`src/rtl/win_mon_pkg.sv`:
```
package win_mon_pkg;

    localparam int MON_DW  = 12;
    localparam int MON_NCH = 4;
    localparam int MON_CHW = 2;

    typedef logic [MON_DW-1:0]  sample_t;
    typedef logic [MON_CHW-1:0] chan_t;

    typedef struct packed {
        sample_t lo;
        sample_t hi;
    } window_t;

    typedef struct packed {
        logic    valid;
        chan_t   chan;
        sample_t data;
    } result_t;

    localparam sample_t OFF_LO = {1'b1, {(MON_DW-1){1'b0}}};
    localparam sample_t OFF_HI = {1'b0, {(MON_DW-1){1'b1}}};

    function automatic logic window_off(input window_t w);
        return (w.lo == OFF_LO) && (w.hi == OFF_HI);
    endfunction

    function automatic logic window_violation(input sample_t d, input window_t w);
        return !window_off(w) && ((d < w.lo) || (d > w.hi));
    endfunction

    function automatic chan_t rr_next(input chan_t cur, input chan_t last);
        return (cur >= last) ? chan_t'(0) : chan_t'(cur + 1'b1);
    endfunction

endpackage

```
`src/rtl/mon_scan_timer.sv`:
```
module mon_scan_timer
    import win_mon_pkg::*;
#(
    parameter int BASE_PERIOD = 8
) (
    input  logic       clk,
    input  logic       rst,
    input  logic [2:0] delay_code,
    input  chan_t      chan_last,
    output logic       conv_start,
    output chan_t      start_chan
);
    localparam int MAX_PERIOD = BASE_PERIOD * 128;
    localparam int CW = $clog2(MAX_PERIOD + 1);

    logic [CW-1:0] cnt;
    logic [CW-1:0] term;
    chan_t         ptr;
    chan_t         cur;
    logic          tick;

    always_comb begin
        term = CW'((BASE_PERIOD << delay_code) - 1);
        tick = (cnt >= term);
        cur  = (ptr > chan_last) ? chan_t'(0) : ptr;
    end

    always_ff @(posedge clk) begin
        if (rst) begin
            cnt <= '0;
            ptr <= '0;
        end else if (tick) begin
            cnt <= '0;
            ptr <= rr_next(cur, chan_last);
        end else begin
            cnt <= cnt + 1'b1;
        end
    end

    assign conv_start = tick && !rst;
    assign start_chan = cur;

endmodule

```
`src/rtl/mon_alarm_cell.sv`:
```
module mon_alarm_cell
    import win_mon_pkg::*;
(
    input  logic    clk,
    input  logic    rst,
    input  logic    sample_vld,
    input  sample_t sample,
    input  window_t win,
    input  logic    clr,
    output logic    alarm
);
    logic hit;

    always_comb hit = sample_vld && window_violation(sample, win);

    always_ff @(posedge clk) begin
        if (rst)
            alarm <= 1'b0;
        else
            alarm <= (alarm && !clr) || hit;
    end

endmodule

```
`src/rtl/mon_alarm_bank.sv`:
```
module mon_alarm_bank
    import win_mon_pkg::*;
#(
    parameter int NCH = MON_NCH
) (
    input  logic           clk,
    input  logic           rst,
    input  result_t        res,
    input  window_t        win [NCH],
    input  logic [NCH-1:0] clr,
    output logic [NCH-1:0] alarm
);
    for (genvar i = 0; i < NCH; i++) begin : g_ch
        logic sel;
        always_comb sel = res.valid && (res.chan == chan_t'(i));

        mon_alarm_cell cell_i (
            .clk        (clk),
            .rst        (rst),
            .sample_vld (sel),
            .sample     (res.data),
            .win        (win[i]),
            .clr        (clr[i]),
            .alarm      (alarm[i])
        );
    end

endmodule

```
`src/rtl/mon_irq_drive.sv`:
```
module mon_irq_drive #(
    parameter int NCH = 4
) (
    input  logic [NCH-1:0] alarm,
    input  logic           irq_en,
    output logic           irq_oe,
    output logic           irq_data
);
    always_comb begin
        irq_oe   = irq_en && (|alarm);
        irq_data = 1'b0;
    end

endmodule

```
`src/rtl/win_mon_top.sv`:
```
module win_mon_top
    import win_mon_pkg::*;
#(
    parameter int NCH         = MON_NCH,
    parameter int BASE_PERIOD = 8
) (
    input  logic                  clk,
    input  logic                  rst,
    input  logic [2:0]            delay_code,
    input  logic                  irq_en,
    input  logic [NCH*MON_DW-1:0] lo_thr,
    input  logic [NCH*MON_DW-1:0] hi_thr,
    input  logic [NCH-1:0]        alarm_clr,
    input  logic                  conv_done,
    input  logic [MON_CHW-1:0]    conv_chan,
    input  logic [MON_DW-1:0]     conv_data,
    input  logic [MON_CHW-1:0]    chan_last,
    output logic                  conv_start,
    output logic [MON_CHW-1:0]    start_chan,
    output logic [NCH-1:0]        alarm_status,
    output logic                  irq_oe,
    output logic                  irq_data
);
    window_t win [NCH];
    result_t res;

    for (genvar i = 0; i < NCH; i++) begin : g_win
        assign win[i].lo = lo_thr[i*MON_DW +: MON_DW];
        assign win[i].hi = hi_thr[i*MON_DW +: MON_DW];
    end

    always_comb begin
        res.valid = conv_done;
        res.chan  = conv_chan;
        res.data  = conv_data;
    end

    mon_scan_timer #(.BASE_PERIOD(BASE_PERIOD)) timer_i (
        .clk        (clk),
        .rst        (rst),
        .delay_code (delay_code),
        .chan_last  (chan_last),
        .conv_start (conv_start),
        .start_chan (start_chan)
    );

    mon_alarm_bank #(.NCH(NCH)) bank_i (
        .clk   (clk),
        .rst   (rst),
        .res   (res),
        .win   (win),
        .clr   (alarm_clr),
        .alarm (alarm_status)
    );

    mon_irq_drive #(.NCH(NCH)) irq_i (
        .alarm    (alarm_status),
        .irq_en   (irq_en),
        .irq_oe   (irq_oe),
        .irq_data (irq_data)
    );

endmodule

```
`config.mk`:
```
export PLATFORM = sky130hd
export DESIGN_NAME = win_mon_top
export DESIGN_NICKNAME = d
export VERILOG_FILES = /design/src/rtl/win_mon_pkg.sv /design/src/rtl/mon_scan_timer.sv /design/src/rtl/mon_alarm_cell.sv /design/src/rtl/mon_alarm_bank.sv /design/src/rtl/mon_irq_drive.sv /design/src/rtl/win_mon_top.sv
export SDC_FILE = /design/constraint.sdc
export NUM_CORES = 1
export LEC_CHECK = 0
export ABC_CLOCK_PERIOD_IN_PS = 3000
export BUFFER_PORTS_ARGS = -buffer_cell sky130_fd_sc_hd__buf_2
export CAP_MARGIN = 20
export CORE_MARGIN = 5
export CORE_UTILIZATION = 25
export DETAILED_ROUTE_END_ITERATION = 8
export PLACE_DENSITY = 0.45
export SLEW_MARGIN = 20
export SYNTH_ARGS = -nofsm -noshare
export SYNTH_HDL_FRONTEND = slang
export SYNTH_HIERARCHICAL = 1
export SYNTH_SLANG_ARGS = --single-unit
```
`constraint.sdc`:
```
create_clock -name clk -period 3 [get_ports clk]
set_input_delay 0.15 -clock clk [delete_from_list [all_inputs] [get_ports clk]]
set_output_delay 0.15 -clock clk [all_outputs]
set_load 0.1 [all_outputs]
```
== Yosys cells after proc, flatten, opt, wreduce, memory -nomap -nowiden ==
Cells that the tools add are included.

* Bits in registers: 17
* Logic and storage cells: 76

* Shift operators: 1
* Muxes and demuxes: 2
* Equal/unequal tests: 11
* Reduce and logical (&&, ||, !) cells: 42
* $lt $le $gt $ge: 11
* Add/sub/neg operators: 3

{| class="wikitable"
|+ Operator list
! kind !! count
|-
| == test 12 x 11 -> 1 bit, second input constant || 4
|-
| == test 12 bit, second input constant || 4
|-
| > comparator 12 bit || 4
|-
| < comparator 12 bit || 4
|-
| logical AND 1 bit || 22
|-
| adder 11 x 1 -> 11 bit, second input constant || 1
|-
| greater-or-equal comparator 11 bit || 1
|-
| << shifter 4 x 3 -> 11 bit, first input constant || 1
|-
| subtractor 11 x 2 -> 11 bit, second input constant || 1
|-
| logical NOT 1 bit || 9
|-
| logical OR 1 bit || 8
|-
| == test 2 bit, second input constant || 2
|-
| 2-to-1 mux 2 bit || 2
|-
| OR reduction 4 bit || 1
|-
| adder 2 x 1 -> 2 bit, second input constant || 1
|-
| == test 2 x 1 -> 1 bit, second input constant || 1
|-
| greater-or-equal comparator 2 bit || 1
|-
| > comparator 2 bit || 1
|-
| logical NOT 2 bit || 1
|-
| OR reduction 2 bit || 1
|}

== Depth between registers and ports, before layout ==
Gate-level depths: netlist (run 1).

* Word-level depth: 6
* Gate-level depth with buffers: 10
* Gate-level depth less buffers: 10

== By module ==
Netlist (run 1), hierarchy kept.

{| class="wikitable"
|+ Modules (own cells, without submodules)
! module !! instances !! sequential area each (um2) !! area each (um2) !! cells an instance
|-
| mon_alarm_cell || 4 || 20.0 || 676.9 || 93
|-
| mon_scan_timer || 1 || 260.2 || 880.8 || 102
|-
| mon_alarm_bank || 1 || 0.0 || 37.5 || 4
|-
| mon_irq_drive || 1 || 0.0 || 22.5 || 3
|}

== Worst setup path after synthesis (run 1) ==
No wires, ideal clock.

* Path type: register to register
* Start point: register timer_i.ptr[1]
* End point: register timer_i.ptr[1]
* Period minus slack after synthesis: 2.760 ns
* Arrival: 2.689 ns
* Setup slack: 0.240 ns
* Buffers on the path: 0
* Stages on the path, launching flop included: 9
* Cells stage by stage: dfxtp_1 > ha_1 > nor2b_1 > o21ai_0 > and2_1 > ha_1 > a211o_1 > nand3b_1 > mux2i_1

* Cells in the longest elaborated chain, start to end: 4
* Elaborated cells between the ends (all ways): 5
* Classes of those cells: 1 x add/sub; 2 x order compare; 2 x mux

{| class="wikitable"
|+ Ends and longest elaborated chain
! element !! RTL line !! text
|-
| from (decl) || mon_scan_timer.sv:18 || <nowiki>chan_t ptr;</nowiki>
|-
| from (signal assigned) || mon_scan_timer.sv:34 || <nowiki>ptr <= rr_next(cur, chan_last);</nowiki>
|-
| > comparator 2 bit || mon_scan_timer.sv:25 || <nowiki>cur = (ptr > chan_last) ? chan_t'(0) : ptr;</nowiki>
|-
| 2-to-1 mux 2 bit * || mon_scan_timer.sv:25 ||
|-
| net start_chan[1] || win_mon_top.sv:19 || <nowiki>output logic [MON_CHW-1:0] start_chan,</nowiki>
|-
| adder 2 x 1 -> 2 bit or greater-or-equal comparator 2 bit (tied branches) || win_mon_pkg.sv:33 || <nowiki>return (cur >= last) ? chan_t'(0) : chan_t'(cur + 1'b1);</nowiki>
|-
| 2-to-1 mux 2 bit * || win_mon_pkg.sv:33 ||
|}

Mark *: on every way through the listed nets, which the timed path passes. The rest lies on a longest branch.
A chain may end at the register's enable or synchronous reset.

== Worst setup path in the final report (run 1) ==
* Start point: register timer_i.ptr[1]
* End point: register timer_i.ptr[1]

* Cells in the longest elaborated chain, start to end: 4
* Elaborated cells between the ends (all ways): 5
* Classes of those cells: 1 x add/sub; 2 x order compare; 2 x mux

{| class="wikitable"
|+ Ends and longest elaborated chain
! element !! RTL line
|-
| > comparator 2 bit || mon_scan_timer.sv:25
|-
| 2-to-1 mux 2 bit * || mon_scan_timer.sv:25
|-
| adder 2 x 1 -> 2 bit or greater-or-equal comparator 2 bit (tied branches) || win_mon_pkg.sv:33
|-
| 2-to-1 mux 2 bit * || win_mon_pkg.sv:33
|}

Every way passes the cells marked *; elsewhere a longest branch is shown, timed or not.

==> results of run 1 <==
==> metal layers <==
metal  vias to the layer above  global-route usage (%)
met5                         -                       0
li1                       1977                       -
met3                        17                    1.18
met2                       103                    24.8
met1                      1729                    19.1
met4                         0                    4.17
==> flip-flops by register name, indices dropped and copies added, names as in the netlist <==
name                      cells
bank_i/g_ch.cell_i/alarm      4
timer_i/ptr                   2
timer_i/cnt                  11
==> power by group <==
group | switching (mW) | total (mW) | internal [mW]
Clock | 0.0958 | 0.274 | 0.179
Sequential | 0.00577 | 0.237 | 0.232
Combinational | 0.281 | 0.487 | 0.206
==> Yosys cell counts, types with 2 or more instances <==
| cell | count | share of area, % |
|---|---|---|
| ha_1 | 105 | 36 |
| inv_1 | 100 | 10 |
| a21oi_1 | 36 | 4.9 |
| nand4_1 | 34 | 5.8 |
| nor2_1 | 27 | 2.8 |
| nand2_1 | 23 | 2.4 |
| a21o_1 | 20 | 4.1 |
| dfxtp_1 | 17 | 9.3 |
| o21ai_0 | 15 | 2.1 |
| nand3_1 | 12 | 1.6 |
| nor2b_1 | 9 | 1.5 |
| a211oi_1 | 8 | 1.6 |
| nor3_1 | 8 | 1.1 |
| xnor2_1 | 7 | 1.7 |
| nand2b_1 | 5 | 0.86 |
| a31oi_1 | 4 | 0.69 |
| nor4_2 | 4 | 1.4 |
| nor4b_1 | 4 | 0.96 |
| o211ai_1 | 4 | 0.82 |
| o31ai_1 | 4 | 0.82 |
| o41ai_2 | 4 | 1.8 |
| or3_1 | 4 | 0.69 |
| a211oi_2 | 3 | 1.0 |
| xor2_1 | 3 | 0.72 |
| and3_2 | 2 | 0.41 |
| and3b_1 | 2 | 0.48 |
| conb_1 | 2 | 0.21 |
==> layout make-up <==
type | count | area share, %
Multi-Input combinational cell | 362 | 63.5
Tap cell | 184 | 5.01
Clock inverter | 1 | 0.109
Inverter | 100 | 8.18
Sequential cell | 17 | 7.41
Timing Repair Buffer | 130 | 14.2
Clock buffer | 3 | 1.64
==> how the worst max path moves through the flow <==
| stage | slack, ps | from | cells after the start | to |
|---|---|---|---|---|
| after floorplan | 240 | timer_i/ptr[1]$_SDFFE_PP0P_ | 8 | timer_i/ptr[1]$_SDFFE_PP0P_ |
| final | 690 | timer_i/ptr[1]$_SDFFE_PP0P_ | 9 | timer_i/ptr[1]$_SDFFE_PP0P_ |
| after global placement | 810 | timer_i/ptr[1]$_SDFFE_PP0P_ | 9 | timer_i/ptr[1]$_SDFFE_PP0P_ |
| after detailed placement | 710 | timer_i/ptr[1]$_SDFFE_PP0P_ | 9 | timer_i/ptr[1]$_SDFFE_PP0P_ |
| after global routing | 470 | timer_i/ptr[1]$_SDFFE_PP0P_ | 9 | timer_i/ptr[1]$_SDFFE_PP0P_ |
| after CTS | 670 | timer_i/ptr[1]$_SDFFE_PP0P_ | 9 | timer_i/ptr[0]$_SDFFE_PP0P_ |
==> cells by family after synthesis <==
| kind of cell | count (synthesis) |
|---|---|
| adders and majority gates | 105 |
| xor gates and xnor gates | 10 |
| DFF | 17 |
| AOI/OAI and AO/OA | 103 |
| buffers and inverters | 102 |
| and+or+nand+nor | 140 |
| other | 2 |
| muxes | 2 |
==> through the flow <==
step / cell area (um^2) / hold WS [ps] / total power [mW]
final: 4590 / 208 / 0.999
after global routing: 4590 / 243 / 1.09
after CTS: 4590 / 205 / 1.02
after detailed placement: 4510 / 453 / 0.732
after global placement: 4510 / 442 / 0.714
after floorplan: 3650 / 289 / 0.523
==> critical path, cell delays in order, from the launching register on <==
cell	delay [ps]
dfxtp_1	390
ha_1	270
nor2b_1	130
o21ai_0	320
nand2_1	130
ha_1	280
nand2b_1	150
a211o_1	310
nand3b_1	150
mux2i_1	120
==> layout by cell type, fill, tap and decap left out, types with 5 or more instances in the layout <==
master / synthesis / routed
nor2_1: 27 / 27
o21ai_0: 15 / 15
nand2b_1: 5 / 5
a21o_1: 20 / 20
ha_1: 105 / 105
nor2b_1: 9 / 9
buf_2: 0 / 130
nand3_1: 12 / 12
nand4_1: 34 / 34
dfxtp_1: 17 / 17
nor3_1: 8 / 8
nand2_1: 23 / 23
xnor2_1: 7 / 7
inv_1: 100 / 100
a21oi_1: 36 / 36
a211oi_1: 8 / 8
==> flow_metrics.env, run 1 <==
export IMPL_outcome="finished, final reports clean"
export IMPL_fmax_mhz=432
export IMPL_fillers=1575
export IMPL_rsz0062_at_grt="false"
export IMPL_synth_avg_cell_area_um2=7.59
export IMPL_reg2reg_slack_ps=690
export IMPL_crit_fanout=4
export IMPL_grt_pass1_vias=3967
export IMPL_antenna_found_initial=0
export IMPL_die_w_um=131
export IMPL_via_per_inst=4.80
export IMPL_overflow=0
export IMPL_ys_seq_area_share_pct=9.33
export IMPL_cts_root_buf="clkbuf_16"
export IMPL_ys_seq_elements=17
export IMPL_syn_inst=481
export IMPL_synthArstFlopShare_pct=0
export IMPL_cp_end_kind="flop"
export IMPL_synth_xor_area_share_pct=2.40
export IMPL_area_delta_synth_final_pct=25.8
export IMPL_grt_pass1_wl_mm=19.4
export IMPL_timing_final_crit_share_pct=77.1
export IMPL_die_area_um2=17100
export IMPL_leakagePower_nw=2.56
export IMPL_setup_ws_ps=687
export IMPL_row_count=44
export IMPL_slew_viol_final=0
export IMPL_hold_viol=0
export IMPL_synth_flop_cell="dfxtp_1"
export IMPL_num_nets_final=842
export IMPL_cts_made_buffers=3
export IMPL_tns_ps=0
export IMPL_hp_start="alarm_clr[0]"
export IMPL_via_count=3826
export IMPL_placed_cells=793
export IMPL_ant_nets=0
export IMPL_grt_use_total_pct=14.4
export IMPL_cts_tree="built"
export IMPL_yosysUniqueCellTypes=42
export IMPL_start_kind="flop"
export IMPL_netlist_area_um2=3650
export IMPL_coreArea_um2=14400
export IMPL_final_seq_area_um2=340
export IMPL_dr_wl_met3_um=651
export IMPL_synth_mux_area_share_pct=0.686
export IMPL_num_antenna_cells=0
export IMPL_drive_above_1_share_pct=24.8
export IMPL_r2r_start="timer_i/ptr[1]$_SDFFE_PP0P_"
export IMPL_clk_pin_slew_ps=60
export IMPL_io_pins=132
export IMPL_synth_edff_count=0
export IMPL_final_util_pct=31.8
export IMPL_setup_viol=0
export IMPL_grt_max_degree=11
export IMPL_reg2reg_depth=9
export IMPL_wl_met1_mm=5.73
export IMPL_drt_wl_total_mm=12.4
export IMPL_crit_arrival_ps=2500
export IMPL_drv_cap=0
export IMPL_path_class="reg2reg"
export IMPL_dr_max_layer_used="met4"
export IMPL_synthAdderAreaFrac_pct=36.0
export IMPL_initialDrtViolationCount=165
export IMPL_syn_num_nets=709
export IMPL_clock_latency_ps=250
export IMPL_hold_path_class="in2reg"
export IMPL_cts_htree_levels=1
export IMPL_route_met2_wl_mm=5.71
export IMPL_p_per_area_nw_per_um2=218
export IMPL_hold_depth=3
export IMPL_wl_per_cell_um=15.6
export IMPL_dpl_hpwl_mm=10.6
export IMPL_gp_congestion=0.846
export IMPL_post_cts_resized=0
export IMPL_stdcell_count=797
export IMPL_synth_simple_area_share_pct=21.4
export IMPL_hold_buffers=0
export IMPL_synth_compound_area_share_pct=19.2
export IMPL_finalClockSkew_ps=4.15
export IMPL_drt_pass1_iterations=4
export IMPL_min_period_ps=2310
export IMPL_critPathRequiredTime_ps=3190
export IMPL_hold_end="bank_i/g_ch[0].cell_i/alarm$_SDFF_PP0_"
export IMPL_clock_sinks=17
export IMPL_synth_top_family_by_area="adder cells"
export IMPL_io_buffers=130
export IMPL_multiInputGateArea_um2=2910
export IMPL_yosysWarnings=6
export IMPL_cts_max_path_buffers=2
export IMPL_cts_setup_buffers=0
export IMPL_die_y_um=131
export IMPL_route_detailed_drc=0
export IMPL_ir_worst_vdd_mv=0.150
export IMPL_start_util_pct=25.3
export IMPL_timing_rr_end="timer_i/ptr[1]$_SDFFE_PP0P_"
export IMPL_dp_slack_ps=710
Note: power is estimated with default switching activity, not from simulation.
==> run 2, diff against run 1 <==
- ABC_CLOCK_PERIOD_IN_PS: 3000 -> 2000
- PLACE_DENSITY: 0.45 -> 0.47
- clock period: 3 -> 2 ns (I/O delays scaled with it)
==> flow_metrics.env, run 2 (same netlist as run 1, synthesis figures left out) <==
export IMPL_outcome="finished, final reports clean"
export IMPL_slowest_stage="dfxtp_4"
export IMPL_path_class="reg2reg"
export IMPL_cts_made_buffers=3
export IMPL_pwr_share_clk_pct=28.0
export IMPL_cp_startpoint="timer_i/ptr[1]$_SDFFE_PP0P_"
export IMPL_p_sw_share_pct=39.0
export IMPL_critical_path_most_common_cell="ha_4"
export IMPL_reg_top3="timer_i/cnt x11, bank_i/g_ch.cell_i/alarm x4, timer_i/ptr x2"
export IMPL_dr_wl_met3_um=639
export IMPL_cp_end_kind="flop"
export IMPL_start_util_pct=25.3
export IMPL_num_nets_final=849
export IMPL_fmax_mhz=520
export IMPL_path_cells="ha_4 -> nor2b_4 -> o21ai_2 -> buf_4 -> and2_4 -> ha_4 -> a211o_1 -> nand3b_1 -> mux2i_1"
export IMPL_grt_use_total_pct=14.3
export IMPL_die_y_um=131
export IMPL_fillers=1544
export IMPL_clock_latency_ps=250
export IMPL_die_area_um2=17100
export IMPL_dr_max_layer_used="met4"
export IMPL_p_per_area_nw_per_um2=324
export IMPL_drv_cap=0
export IMPL_grt_pass1_wl_mm=19.0
export IMPL_critPathRequiredTime_ps=2180
export IMPL_drt_pass1_iterations=4
export IMPL_area_delta_synth_final_pct=28.9
export IMPL_top_register="timer_i/cnt"
export IMPL_coreArea_um2=14400
export IMPL_rsz0062_at_grt="true"
export IMPL_grt_max_degree=11
export IMPL_slew_viol_final=0
export IMPL_clock_sinks=17
export IMPL_ir_worst_vdd_mv=0.236
export IMPL_finalClockSkew_ps=2.82
export IMPL_crit_arrival_ps=2100
export IMPL_timing_critical_path_buf_inv=1
export IMPL_largest_register_ffs=11
export IMPL_tns_ps=0
export IMPL_min_period_ps=1920
export IMPL_timing_final_crit_share_pct=96.2
export IMPL_cts_max_path_buffers=2
export IMPL_ant_nets=0
export IMPL_clk_pin_slew_ps=60
export IMPL_antenna_found_initial=0
export IMPL_initialDrtViolationCount=130
export IMPL_setup_viol=0
export IMPL_comb_power_share_pct=48.7
export IMPL_dpl_hpwl_mm=10.7
export IMPL_route_met2_wl_mm=5.65
export IMPL_io_buffers=130
export IMPL_io_pins=132
export IMPL_drt_wl_total_mm=12.6
export IMPL_via_per_inst=4.74
export IMPL_internal_power_mw=0.929
export IMPL_hold_path_class="in2reg"
export IMPL_die_w_um=131
export IMPL_grt_pass1_vias=3864
export IMPL_drive_above_1_share_pct=27.1
export IMPL_cts_tree="built"
export IMPL_final_cell_mix="129 x buf_2, 103 x ha_1, 100 x inv_1, 36 x a21oi_1, 34 x nand4_1"
export IMPL_dp_slack_ps=-1.17
export IMPL_overflow=0
export IMPL_wl_met1_mm=6.20
export IMPL_gp_congestion=0.850
export IMPL_final_common_cell="buf_2"
export IMPL_leakagePower_nw=2.61
export IMPL_hold_buffers=0
export IMPL_route_detailed_drc=0
export IMPL_crit_fanout=4
export IMPL_num_antenna_cells=0
export IMPL_r2r_start="timer_i/ptr[1]$_SDFFE_PP0P_"
export IMPL_hold_viol=0
export IMPL_row_count=44
export IMPL_critPathMaxStageDelay_ps=360
export IMPL_netSwitchingPower_mw=0.594
export IMPL_hp_start="alarm_clr[0]"
export IMPL_wl_per_cell_um=15.7
export IMPL_setup_ws_ps=76.7
export IMPL_crit_family="adder cells"
export IMPL_cts_root_buf="clkbuf_16"
export IMPL_start_kind="flop"
export IMPL_via_count=3807
export IMPL_cts_htree_levels=1
export IMPL_p_seq_share_pct=23.3
-- run 2: changes by cell type in the layout (fill, tap and decap cells not counted), sizes merged --
cell  delta
buf      +7
-- run 2: what timing repair did --
item                                    in CTS  in global routing
buffers inserted                             0                  2
endpoints found under the setup margin       2                  3
pin swaps                                    1                  5
gates resized for setup                      3                  3
-- run 2: final timing paths --
| kind | cells past startpoint | endpoint | slack, ps |
|---|---|---|---|
| worst max-delay path | 9 | timer_i/ptr[1]$_SDFFE_PP0P_ | 80 |
| worst min-delay path | 3 | bank_i/g_ch[0].cell_i/alarm$_SDFF_PP0_ | 150 |
| worst max register to register | 9 | timer_i/ptr[1]$_SDFFE_PP0P_ | 80 |
| worst min register to register | 1 | timer_i/cnt[0]$_SDFF_PP0_ | 470 |
-- run 2: stage by stage --
stage | util, % | instances | area, um^2 | power, mW | hold slack, ps
after floorplan | - | 481 | 3690 | 0.789 | 239
after global placement | 31.8 | 798 | 4590 | 1.08 | 430
after detailed placement | 31.8 | 798 | 4590 | 1.10 | 425
after CTS | 32.4 | 802 | 4680 | 1.54 | 158
after global routing | 32.6 | 804 | 4700 | 1.65 | 167
final | 32.6 | 804 | 4700 | 1.52 | 152
-- run 2: power groups by stage --
stage | registers, mW | clock network [mW] | logic, mW
floorplan | 0.383 | 0 | 0.405
global route | 0.356 | 0.450 | 0.841
detailed placement | 0.364 | 0 | 0.739
global placement | 0.364 | 0 | 0.717
CTS | 0.355 | 0.439 | 0.745
finish | 0.355 | 0.426 | 0.742
-- run 2: worst min-delay path, delay by kind of cell --
family          cells  cell delay [ps]
simple gates        1              110
compound gates      1               80
buf+inv             1               70
-- run 2: area by class of cell --
class                   count  area [um^2]  share of cell area [%]
clock buffers               3         75.1                    1.60
clock inverters             1         5.00                   0.106
inverters                 100          375                    7.98
multi-input cells         362         2960                    63.0
flip-flops and latches     17          345                    7.34
well taps                 184          230                    4.89
repair buffers            137          709                    15.1
-- run 2: metal layers --
layer / track usage (%) / vias to the layer above
li1: - / 1992
met1: 19.8 / 1717
met2: 24.2 / 88
met3: 1.67 / 10
met4: 2.60 / 0
met5: 0 / -
==> run 3, diff against run 2 <==
- ABC_AREA: unset -> 1
- CTS_CLUSTER_DIAMETER: unset -> 150
- PLACE_DENSITY: 0.47 -> 0.46
==> flow_metrics.env, run 3 <==
export IMPL_crit_fanout=4
export IMPL_start_kind="flop"
export IMPL_multiInputGateArea_um2=3240
export IMPL_place_area_um2=5140
export IMPL_reg_top3="timer_i/cnt x11, bank_i/g_ch.cell_i/alarm x4, timer_i/ptr x2"
export IMPL_hold_buffers=0
export IMPL_num_nets_final=1016
export IMPL_synth_edff_count=0
export IMPL_num_antenna_cells=0
export IMPL_via_count=4088
export IMPL_cts_htree_levels=1
export IMPL_path_class="reg2reg"
export IMPL_die_y_um=139
export IMPL_synthArstFlopShare_pct=0
export IMPL_gp_congestion=0.753
export IMPL_netlist_top_cells_area="ha_1 32%, nand2_1 16%, inv_1 11%, dfxtp_1 8.2%, a21oi_1 5.0%"
export IMPL_cts_root_buf="clkbuf_16"
export IMPL_final_common_cell="nand2_1"
export IMPL_antenna_found_initial=1
export IMPL_cts_setup_buffers=0
export IMPL_die_w_um=139
export IMPL_initialDrtViolationCount=78
export IMPL_via_per_inst=4.06
export IMPL_hp_start="alarm_clr[1]"
export IMPL_final_area_um2=5220
export IMPL_critPathRequiredTime_ps=2190
export IMPL_grt_max_degree=12
export IMPL_tns_ps=0
export IMPL_fillers=1897
export IMPL_grt_pass1_vias=4144
export IMPL_yosys_area_top_type="ha_1"
export IMPL_dp_slack_ps=136
export IMPL_io_pins=132
export IMPL_cts_max_path_buffers=2
export IMPL_outcome="finished, final reports clean"
export IMPL_syn_inst=655
export IMPL_hold_viol=0
export IMPL_top_register="timer_i/cnt"
export IMPL_start_util_pct=25.2
export IMPL_setup_ws_ps=151
export IMPL_hold_end="bank_i/g_ch[1].cell_i/alarm$_SDFF_PP0_"
export IMPL_drv_cap=0
export IMPL_final_seq_area_um2=343
export IMPL_grt_pass1_wl_mm=19.9
export IMPL_setup_viol=0
export IMPL_timing_rr_end="timer_i/ptr[0]$_SDFFE_PP0P_"
export IMPL_reg2reg_slack_ps=150
export IMPL_io_buffers=130
export IMPL_hold_path_class="in2reg"
export IMPL_yosys_top_cells_count="172 x nand2_1, 121 x inv_1, 105 x ha_1"
export IMPL_slew_viol_final=0
export IMPL_yosysWarnings=6
export IMPL_wl_per_cell_um=12.1
export IMPL_drive_above_1_share_pct=29.6
export IMPL_netlist_area_um2=4130
export IMPL_timing_final_crit_share_pct=92.4
export IMPL_yosysMostFrequentCell="nand2_1"
export IMPL_route_detailed_drc=0
export IMPL_clock_sinks=17
export IMPL_synth_avg_cell_area_um2=6.31
export IMPL_crit_arrival_ps=2040
export IMPL_area_delta_synth_final_pct=26.3
export IMPL_cts_made_buffers=3
export IMPL_fmax_mhz=541
export IMPL_synth_top_area_share_pct=31.8
export IMPL_dpl_hpwl_mm=10.5
export IMPL_grt_use_total_pct=12.6
export IMPL_ant_nets=0
export IMPL_p_per_area_nw_per_um2=305
export IMPL_finalClockSkew_ps=0.803
export IMPL_overflow=0
export IMPL_cp_end_kind="flop"
export IMPL_final_cell_mix="171 x nand2_1, 129 x buf_2, 119 x inv_1, 103 x ha_1, 45 x inv_2"
export IMPL_cts_tree="built"
export IMPL_drt_wl_total_mm=12.2
export IMPL_yosysUniqueCellTypes=34
export IMPL_ys_seq_area_share_pct=8.23
export IMPL_clock_latency_ps=240
export IMPL_ir_worst_vdd_mv=0.211
export IMPL_row_count=47
export IMPL_clk_pin_slew_ps=50
export IMPL_placed_cells=1003
export IMPL_synth_flop_cell="dfxtp_1"
export IMPL_reg2reg_depth=12
export IMPL_drt_pass1_iterations=4
export IMPL_whs_ps=119
export IMPL_r2r_start="timer_i/ptr[1]$_SDFFE_PP0P_"
export IMPL_ys_seq_elements=17
export IMPL_stdcell_count=1007
export IMPL_rsz0062_at_grt="false"
export IMPL_leakagePower_nw=3.13
export IMPL_die_area_um2=19200
export IMPL_min_period_ps=1850
export IMPL_hold_depth=4
export IMPL_coreArea_um2=16400
export IMPL_largest_register_ffs=11
export IMPL_post_cts_resized=0
export IMPL_syn_num_nets=883
[run 3: worst max path at each step]
stage / start / slack, ps / to / depth (start not counted)
CTS: timer_i/ptr[1]$_SDFFE_PP0P_ / 130 / timer_i/ptr[0]$_SDFFE_PP0P_ / 12
finish: timer_i/ptr[1]$_SDFFE_PP0P_ / 150 / timer_i/ptr[0]$_SDFFE_PP0P_ / 12
global route: timer_i/ptr[1]$_SDFFE_PP0P_ / 10 / timer_i/ptr[1]$_SDFFE_PP0P_ / 13
floorplan: timer_i/ptr[0]$_SDFFE_PP0P_ / -260 / timer_i/ptr[0]$_SDFFE_PP0P_ / 12
detailed placement: timer_i/ptr[1]$_SDFFE_PP0P_ / 140 / timer_i/ptr[0]$_SDFFE_PP0P_ / 12
global placement: timer_i/ptr[1]$_SDFFE_PP0P_ / 170 / timer_i/ptr[0]$_SDFFE_PP0P_ / 12
[run 3: critical path, stage by stage, from the launching register on]
cell	delay, ps
dfxtp_2	360
ha_4	220
inv_2	60
o21bai_4	80
a21oi_4	160
inv_1	60
ha_1	280
inv_1	50
nand2_1	50
a21oi_2	140
a21boi_0	180
nand3_1	90
nand2_1	60
[run 3: layout make-up]
cell class / count / area share [%]
clock buffers: 4 / 1.51
inverters: 165 / 11.9
multi-input cells: 471 / 62.1
flip-flops and latches: 17 / 6.56
well taps: 220 / 5.27
repair buffers: 130 / 12.7
[run 3: cell families after synthesis]
logic type	Yosys count	share of synthesized area [%]
xor+xnor	7	1.48
fa+ha+maj	105	31.8
other cells	2	0.182
flops	17	8.23
compound gates	63	9.11
simple gates	294	33.8
buf+inv	167	15.4
[run 3: routing by layer]
| layer | part of all wire (%) | track usage (%) | wire, um |
|---|---|---|---|
| met5 | 0.090 | 0 | 11 |
| met1 | 50 | 17.7 | 6040 |
| met2 | 45 | 21.3 | 5540 |
| met3 | 4.3 | 1.72 | 527 |
| met4 | 0.52 | 1.40 | 63 |
[run 3: stage by stage]
stage | utilization (%) | total power [mW]
4_1_cts | 31.8 | 1.63
2_1_floorplan | - | 0.923
3_5_place_dp | 31.4 | 1.22
5_1_grt | 31.8 | 1.77
3_3_place_gp | 31.4 | 1.22
6_report | 31.8 | 1.60
[run 3: power by group]
group          switching [mW]  internal [mW]  leakage, nW  total, mW
clock                   0.124          0.270       0.0382      0.395
combinational           0.504          0.341         2.96      0.845
sequential            0.00748          0.348        0.139      0.356
total                   0.636          0.959         3.13       1.60
